File: config.mk
export PLATFORM = sky130hd
export DESIGN_NAME = uart_rx_tagged
export DESIGN_NICKNAME = d
export VERILOG_FILES = /design/src/rtl/uart_rx_pkg.sv /design/src/rtl/uart_rx_deser.sv /design/src/rtl/rx_tag_fifo.sv /design/src/rtl/uart_rx_tagged.sv
export SDC_FILE = /design/constraint.sdc
export NUM_CORES = 1
export LEC_CHECK = 0
export BUFFER_PORTS_ARGS = -buffer_cell sky130_fd_sc_hd__buf_2
export CELL_PAD_IN_SITES_DETAIL_PLACEMENT = 2
export CELL_PAD_IN_SITES_GLOBAL_PLACEMENT = 2
export CORE_AREA = 3 3 115 139
export CTS_CLUSTER_DIAMETER = 80
export DETAILED_ROUTE_END_ITERATION = 10
export DIE_AREA = 0 0 118 142
export PLACE_DENSITY = 0.85
export SLEW_MARGIN = 40
export SYNTH_ARGS = -nofsm -noshare
export SYNTH_HDL_FRONTEND = slang
export SYNTH_SLANG_ARGS = --single-unit
File: constraint.sdc
create_clock -name clk -period 10.15 [get_ports clk]
set_input_delay 3.045 -clock clk [delete_from_list [all_inputs] [get_ports clk]]
set_output_delay 3.045 -clock clk [all_outputs]
set_load 0.02 [all_outputs]
File: src/rtl/uart_rx_pkg.sv
package uart_rx_pkg;

    localparam int WORD_MAX = 9;

    typedef struct packed {
        logic                noise;
        logic                ferr;
        logic                perr;
        logic [WORD_MAX-1:0] data;
    } rx_entry_t;

    typedef enum logic [2:0] {
        RX_IDLE,
        RX_START,
        RX_DATA,
        RX_PAR,
        RX_STOP
    } rx_state_e;

    function automatic logic [3:0] bits_for_len(input logic [1:0] len);
        case (len)
            2'b01:   return 4'd9;
            2'b10:   return 4'd7;
            default: return 4'd8;
        endcase
    endfunction

    function automatic logic vote3(input logic a, input logic b, input logic c);
        return (a & b) | (a & c) | (b & c);
    endfunction

    function automatic logic [WORD_MAX-1:0] right_align(input logic [WORD_MAX-1:0] sh,
                                                         input logic [3:0] n);
        return sh >> (4'(WORD_MAX) - n);
    endfunction

endpackage

File: src/rtl/uart_rx_deser.sv
module uart_rx_deser
    import uart_rx_pkg::*;
#(
    parameter int OSR = 16
) (
    input  logic      clk,
    input  logic      rst,
    input  logic      rxd,
    input  logic      tick,
    input  logic [1:0] word_len,
    input  logic      parity_en,
    output logic      push,
    output rx_entry_t entry
);
    localparam int CW  = $clog2(OSR);
    localparam int MID = OSR / 2;

    rx_state_e           state;
    logic [CW-1:0]       cnt;
    logic [3:0]          nbits;
    logic [3:0]          bitn;
    logic [WORD_MAX-1:0] shreg;
    logic                smp_a, smp_b;
    logic                par_acc, perr_q, noise_acc, par_on;
    logic                bit_v, bit_nz, at_decide, at_end;

    always_comb begin
        bit_v     = vote3(smp_a, smp_b, rxd);
        bit_nz    = !((smp_a == smp_b) && (smp_b == rxd));
        at_decide = (cnt == CW'(MID + 1));
        at_end    = (cnt == CW'(OSR - 1));
    end

    always_ff @(posedge clk) begin
        if (rst) begin
            state     <= RX_IDLE;
            cnt       <= '0;
            nbits     <= 4'd8;
            bitn      <= '0;
            shreg     <= '0;
            smp_a     <= 1'b1;
            smp_b     <= 1'b1;
            par_acc   <= 1'b0;
            perr_q    <= 1'b0;
            noise_acc <= 1'b0;
            par_on    <= 1'b0;
            push      <= 1'b0;
            entry     <= '0;
        end else begin
            push <= 1'b0;
            if (tick) begin
                if (state == RX_IDLE) begin
                    if (!rxd) begin
                        state     <= RX_START;
                        cnt       <= CW'(1);
                        nbits     <= bits_for_len(word_len);
                        par_on    <= parity_en;
                        bitn      <= '0;
                        par_acc   <= 1'b0;
                        perr_q    <= 1'b0;
                        noise_acc <= 1'b0;
                    end
                end else begin
                    cnt <= at_end ? '0 : cnt + CW'(1);
                    if (cnt == CW'(MID - 1)) smp_a <= rxd;
                    if (cnt == CW'(MID))     smp_b <= rxd;
                    case (state)
                        RX_START: begin
                            if (cnt == CW'(MID) && rxd) begin
                                state <= RX_IDLE;
                                cnt   <= '0;
                            end else if (at_end) begin
                                state <= RX_DATA;
                            end
                        end
                        RX_DATA: begin
                            if (at_decide) begin
                                shreg     <= {bit_v, shreg[WORD_MAX-1:1]};
                                par_acc   <= par_acc ^ bit_v;
                                noise_acc <= noise_acc | bit_nz;
                                bitn      <= bitn + 4'd1;
                            end
                            if (at_end && bitn == nbits)
                                state <= par_on ? RX_PAR : RX_STOP;
                        end
                        RX_PAR: begin
                            if (at_decide) begin
                                perr_q    <= par_acc ^ bit_v;
                                noise_acc <= noise_acc | bit_nz;
                            end
                            if (at_end) state <= RX_STOP;
                        end
                        RX_STOP: begin
                            if (at_decide) begin
                                push        <= 1'b1;
                                entry.data  <= right_align(shreg, nbits);
                                entry.perr  <= par_on & perr_q;
                                entry.ferr  <= !bit_v;
                                entry.noise <= noise_acc | bit_nz;
                                state       <= RX_IDLE;
                                cnt         <= '0;
                            end
                        end
                        default: state <= RX_IDLE;
                    endcase
                end
            end
        end
    end

    // a high line at the mid-start sample aborts the frame
    assert_false_start_R7: assert property (@(posedge clk) disable iff (rst)
        (state == RX_START && tick && cnt == CW'(MID) && rxd) |=> (state == RX_IDLE && !push));

    // a word is only delivered out of the stop-bit phase
    assert_push_at_stop_R2: assert property (@(posedge clk) disable iff (rst)
        push |-> $past(state) == RX_STOP);

endmodule

File: src/rtl/rx_tag_fifo.sv
module rx_tag_fifo
    import uart_rx_pkg::*;
#(
    parameter int DEPTH = 8
) (
    input  logic      clk,
    input  logic      rst,
    input  logic      fifo_en,
    input  logic      push,
    input  rx_entry_t wdata,
    input  logic      rd_en,
    input  logic      ovr_clr,
    output rx_entry_t rdata,
    output logic      empty,
    output logic      full,
    output logic      overrun
);
    localparam int AW = (DEPTH > 1) ? $clog2(DEPTH) : 1;
    localparam int NW = $clog2(DEPTH + 1);

    rx_entry_t     mem [DEPTH];
    logic [AW-1:0] wr_ptr, rd_ptr;
    logic [NW-1:0] count, cap;
    logic          pop, accept, drop;

    always_comb begin
        cap    = fifo_en ? NW'(DEPTH) : NW'(1);
        empty  = (count == '0);
        full   = (count >= cap);
        pop    = rd_en && !empty;
        accept = push && (!full || pop);
        drop   = push && full && !pop;
        rdata  = mem[rd_ptr];
    end

    always_ff @(posedge clk) begin
        if (accept) mem[wr_ptr] <= wdata;
    end

    always_ff @(posedge clk) begin
        if (rst) begin
            wr_ptr  <= '0;
            rd_ptr  <= '0;
            count   <= '0;
            overrun <= 1'b0;
        end else begin
            if (accept) wr_ptr <= (wr_ptr == AW'(DEPTH - 1)) ? '0 : wr_ptr + AW'(1);
            if (pop)    rd_ptr <= (rd_ptr == AW'(DEPTH - 1)) ? '0 : rd_ptr + AW'(1);
            count <= count + NW'(accept) - NW'(pop);
            if (drop)         overrun <= 1'b1;
            else if (ovr_clr) overrun <= 1'b0;
        end
    end

    // occupancy never exceeds the queue depth
    assert_no_overflow_R8: assert property (@(posedge clk) disable iff (rst)
        count <= NW'(DEPTH));

    // a discarded word raises the sticky indication
    assert_drop_flags_R10: assert property (@(posedge clk) disable iff (rst)
        (push && full && !rd_en) |=> overrun);

    // the indication only falls on a clear strobe
    assert_overrun_sticky_R10: assert property (@(posedge clk) disable iff (rst)
        (overrun && !ovr_clr) |=> overrun);

    // a read of an empty store changes nothing
    assert_empty_read_R11: assert property (@(posedge clk) disable iff (rst)
        (empty && rd_en && !push) |=> (empty && $stable(rd_ptr)));

endmodule

File: src/rtl/uart_rx_tagged.sv
module uart_rx_tagged
    import uart_rx_pkg::*;
#(
    parameter int OSR   = 16,
    parameter int DEPTH = 8
) (
    input  logic        clk,
    input  logic        rst,
    input  logic        rxd,
    input  logic        sample_tick,
    input  logic [1:0]  word_len,
    input  logic        parity_en,
    input  logic        fifo_en,
    input  logic        rd_en,
    input  logic        ovr_clr,
    output logic [11:0] rd_word,
    output logic        empty,
    output logic        full,
    output logic        overrun
);
    rx_entry_t new_entry, head;
    logic      new_push;

    uart_rx_deser #(.OSR(OSR)) u_deser (
        .clk       (clk),
        .rst       (rst),
        .rxd       (rxd),
        .tick      (sample_tick),
        .word_len  (word_len),
        .parity_en (parity_en),
        .push      (new_push),
        .entry     (new_entry)
    );

    rx_tag_fifo #(.DEPTH(DEPTH)) u_fifo (
        .clk     (clk),
        .rst     (rst),
        .fifo_en (fifo_en),
        .push    (new_push),
        .wdata   (new_entry),
        .rd_en   (rd_en),
        .ovr_clr (ovr_clr),
        .rdata   (head),
        .empty   (empty),
        .full    (full),
        .overrun (overrun)
    );

    assign rd_word = head;

    // flags come out of reset in their idle state
    assert_reset_state_R1: assert property (@(posedge clk)
        $past(rst) |-> (empty && !full && !overrun));

endmodule

==> qor.log <==
[grt] pin count of the biggest net entering global routing 51
[cts] # Post-CTS Setup Buffers 0
[route] final routed wirelength across all metal layers 17.5 mm
[setup_path] data arrival time at the worst-slack endpoint 4.50 ns
[cts] number of buffers added by the clock tree synthesis step 17
[cts] number of buffers added to fix hold violations after cts 0
[cts] clock input transition at the sequential cells of the worst setup and hold paths 0.06 ns
[final_layout] final net count 538
[cts] H-tree levels 4
[final_layout] proportion of layout cells with a drive suffix above 1 22.1%
[cts] source-to-sink clock delay at the later pin of the worst-skew pair 0.42 ns
[place] post-detailed-placement half-perimeter wirelength 11.0 mm
[sta] number of setup violations in the final report 0
[setup_path] highest fanout seen on the critical path 3
[place] last weighted congestion value of the routability-driven placer 0.793
[final_layout] multi-input gate area in the final layout 2390 um^2
[route] remaining number of nets flagged by the antenna check after routing 0
[die] initial core utilization 44.0%
[synth] Synth top area share 43.9%
[sta] f_max 133 MHz
[final_layout] number of fillers in the final layout 1430
[cts] clock root cell sky130_fd_sc_hd__clkbuf_16
[min_path] Tightest Hold Check Type reg -> reg
[power_and_ir_drop] P_leak 2.74 nW
[cts] deepest clock path buffer count 2
[sta] Fin Clk Skew 0.0102 ns
[synth] Synthesized Nets 510
[status] status complete, no violations
[grt] number of antenna violations at the first check in global routing 0
[final_layout] number of cells in the finished layout apart from fillers 725
[final_layout] most common cell after layout, fill and taps aside sky130_fd_sc_hd__edfxtp_1
[sta] tightest hold margin 0.511 ns
[grt] global-route wire length before repair 28.0 mm
[synth] cell area after synthesis 6560 um^2
[cts] CTS tree built
[setup_path] reg-to-reg setup timing slack 7.30 ns
[grt] GRT Total Usage 22.2%
[final_layout] area grow syn2layout 13.8%
[die] core area 14900 um^2
[synth] synthesized flop and latch total 152
[setup_path] start-to-end type of the worst setup path in -> out
[sta] setup repair after global routing missed its margin no
[setup_path] dominant delay contributor by cell family on the critical path simple AND/OR/NAND/NOR gates
[cts] clock net sink count 152
[sta] fin. max-slew vios 0
[synth] portion of the post-synthesis area used by sequential elements 61.0%
[cts] number of gates resized after CTS 0
[route] average via count per standard cell 5.57
[power_and_ir_drop] Worst VDD drop 0.109 mV
[synth] library cell with the largest summed area after synthesis sky130_fd_sc_hd__edfxtp_1
[final_layout] most used cells in the layout excluding fill and tap cells sky130_fd_sc_hd__edfxtp_1, sky130_fd_sc_hd__dfxtp_1, sky130_fd_sc_hd__nor2_1, sky130_fd_sc_hd__nand2_1, sky130_fd_sc_hd__mux4_2
[place] count of buffers inserted at the top-level ports 24
[setup_path] master of the slowest instance on the critical path sky130_fd_sc_hd__or4b_1
[die] Die Outline Area 16800 um^2
[setup_path] critical path buffer and inverter count 4
[route] routed length per instance 24.1 um
[grt] via count of the first global-routing pass 4721
[synth] number of synthesized flops with an enable pin 96
[synth] Post-synth top flop sky130_fd_sc_hd__edfxtp_1
[setup_path] Worst path max stage delay 0.56 ns
[job] max-cap violations 0
[synth] Synth Instances 480
[sta] Hold Violations, Final 0
[die] die height 142 um
[route] Iteration-0 DRC Markers 266
[synth] yosys synthesis warning count 0
[sta] post-layout minimum cycle time 7.54 ns
[die] number of top-level pins 25
[sta] transition time at the pin with the least slew margin 0.753 ns
[route] number of DRC violations after detailed routing 0
[setup_path] required arrival time at the worst endpoint 7.11 ns
[sta] share of the clock period used by the worst path after layout 74.3%
[power_and_ir_drop] power density over cell area 202 nW/um^2
[setup_path] startpoint class of the critical path input port
[route] drt pass-1 iters 4
[die] horizontal extent of the die 118 um
[synth] Post-synth ARST share 0%
[grt] global route overflow 0
[synth] synth unique cells 61
[setup_path] critical path capture point type output port
[sta] final sum of negative setup slack 0 ns
[setup_path] cells along the critical path buf_2, inv_1, ha_1, or4b_1, a21oi_2, inv_1, buf_2
[synth] per-instance average area after synthesis 13.7 um^2
[final_layout] n_diodes 0
[place] placed instance count 693
[synth] Area contributors post-synth sky130_fd_sc_hd__edfxtp_1, sky130_fd_sc_hd__dfxtp_1, sky130_fd_sc_hd__mux4_2
[route] vias after detailed routing 4041
[die] FP Rows 49
[final_layout] flip-flop and latch area 4000 um^2
[sta] Slew headroom 49.8%
==> cell families (layout without fill, tap and decap cells) <==
| logic type | Yosys count | after routing | share of synthesized area, % |
|---|---|---|---|
| AO/OA/AOI/OAI | 59 | 59 | 6.12 |
| XOR/XNOR | 5 | 5 | 0.668 |
| adder cells (fa/ha/maj) | 20 | 20 | 3.93 |
| buffers and inverters | 43 | 84 | 2.77 |
| flip-flops | 152 | 152 | 61.0 |
| multiplexers | 59 | 59 | 13.9 |
| AND/OR/NAND/NOR | 142 | 142 | 11.6 |
==> flip-flops by register name, indices dropped and copies added, names as in the netlist, 3 cells and up, named ones only <==
register and flops:
u_fifo.count 4, u_fifo.rd_ptr 3, u_fifo.mem 96, u_deser.entry 12
u_deser.nbits 3, u_deser.shreg 9, u_deser.state 3, u_deser.cnt 4
u_deser.bitn 4, u_fifo.wr_ptr 3
==> final cells by class <==
type / instances / share of cell area, %
inverter: 20 / 1.01
multi-input combinational: 285 / 32.0
sequential: 152 / 53.6
timing repair buffer: 32 / 2.45
clock buffer: 21 / 6.17
tap: 204 / 3.42
clock inverter: 11 / 1.34
==> cells in the mapped netlist, types with 2 or more instances <==
cell type / n
sky130_fd_sc_hd__o211ai_1: 5
sky130_fd_sc_hd__nand3_1: 6
sky130_fd_sc_hd__a211oi_1: 3
sky130_fd_sc_hd__xnor2_1: 3
sky130_fd_sc_hd__nor3_1: 15
sky130_fd_sc_hd__mux2i_1: 20
sky130_fd_sc_hd__nor2_1: 41
sky130_fd_sc_hd__and3_1: 2
sky130_fd_sc_hd__nand4_1: 3
sky130_fd_sc_hd__nand3b_1: 3
sky130_fd_sc_hd__mux2_2: 14
sky130_fd_sc_hd__o22ai_1: 9
sky130_fd_sc_hd__or4b_1: 2
sky130_fd_sc_hd__nor2b_1: 9
sky130_fd_sc_hd__xor2_1: 2
sky130_fd_sc_hd__ha_1: 19
sky130_fd_sc_hd__mux4_2: 24
sky130_fd_sc_hd__a21o_1: 2
sky130_fd_sc_hd__buf_4: 2
sky130_fd_sc_hd__buf_1: 2
sky130_fd_sc_hd__nor3b_2: 2
sky130_fd_sc_hd__nand2b_1: 7
sky130_fd_sc_hd__edfxtp_1: 96
sky130_fd_sc_hd__clkbuf_1: 9
sky130_fd_sc_hd__inv_1: 18
sky130_fd_sc_hd__nor4_1: 4
sky130_fd_sc_hd__nand4b_1: 2
sky130_fd_sc_hd__and2_1: 2
sky130_fd_sc_hd__dfxtp_1: 56
sky130_fd_sc_hd__o21ai_0: 4
sky130_fd_sc_hd__a21oi_1: 20
sky130_fd_sc_hd__nand2_1: 29
sky130_fd_sc_hd__or3_1: 6
sky130_fd_sc_hd__nor4b_1: 3
sky130_fd_sc_hd__buf_2: 10
==> worst paths after layout <==
| check | start | endpoint | cells after the start |
|---|---|---|---|
| worst max-delay path | fifo_en | full | 7 |
| worst min-delay path | u_deser.cnt[1] | u_deser.cnt[1] | 2 |
| worst max register to register | u_fifo.count[0] | u_fifo.mem[6][7] | 6 |
| worst min register to register | u_deser.cnt[1] | u_deser.cnt[1] | 2 |
==> per-stage QoR <==
stage | area, um^2 | setup slack, ns | utilization [%] | total power, mW
finish | 7470 | 2.61 | 50.1 | 1.51
global route | 7470 | 2.53 | 50.1 | 1.58
CTS | 7460 | 2.59 | 50.1 | 1.53
detailed placement | 6900 | 2.61 | 46.3 | 0.923
global placement | 6900 | 2.68 | 46.3 | 0.905
floorplan | 6560 | 2.90 | - | 0.864
==> power by group <==
group / leakage (nW) / internal (mW) / switching (mW)
combinational: 0.963 / 0.0975 / 0.126
clock: 0.261 / 0.350 / 0.249
sequential: 1.52 / 0.666 / 0.0204
total: 2.74 / 1.11 / 0.395
==> worst reg2reg max path: stages, from the launching register on <==
cell                       delay, ns
sky130_fd_sc_hd__dfxtp_1        0.36
sky130_fd_sc_hd__inv_1          0.08
sky130_fd_sc_hd__ha_1           0.28
sky130_fd_sc_hd__or4b_1         0.56
sky130_fd_sc_hd__a21oi_2        0.23
sky130_fd_sc_hd__o211ai_1       0.26
sky130_fd_sc_hd__nor2_2         0.69
==> routing by layer <==
metal / up-vias / GRT usage (%) / routed length [um]
met5: - / 0 / 0
met4: 0 / 7.84 / 255
met3: 19 / 3.70 / 398
met2: 60 / 41.8 / 9820
met1: 2104 / 25.6 / 6970
li1: 1858 / - / -
Note: power is estimated with default switching activity, not from simulation.
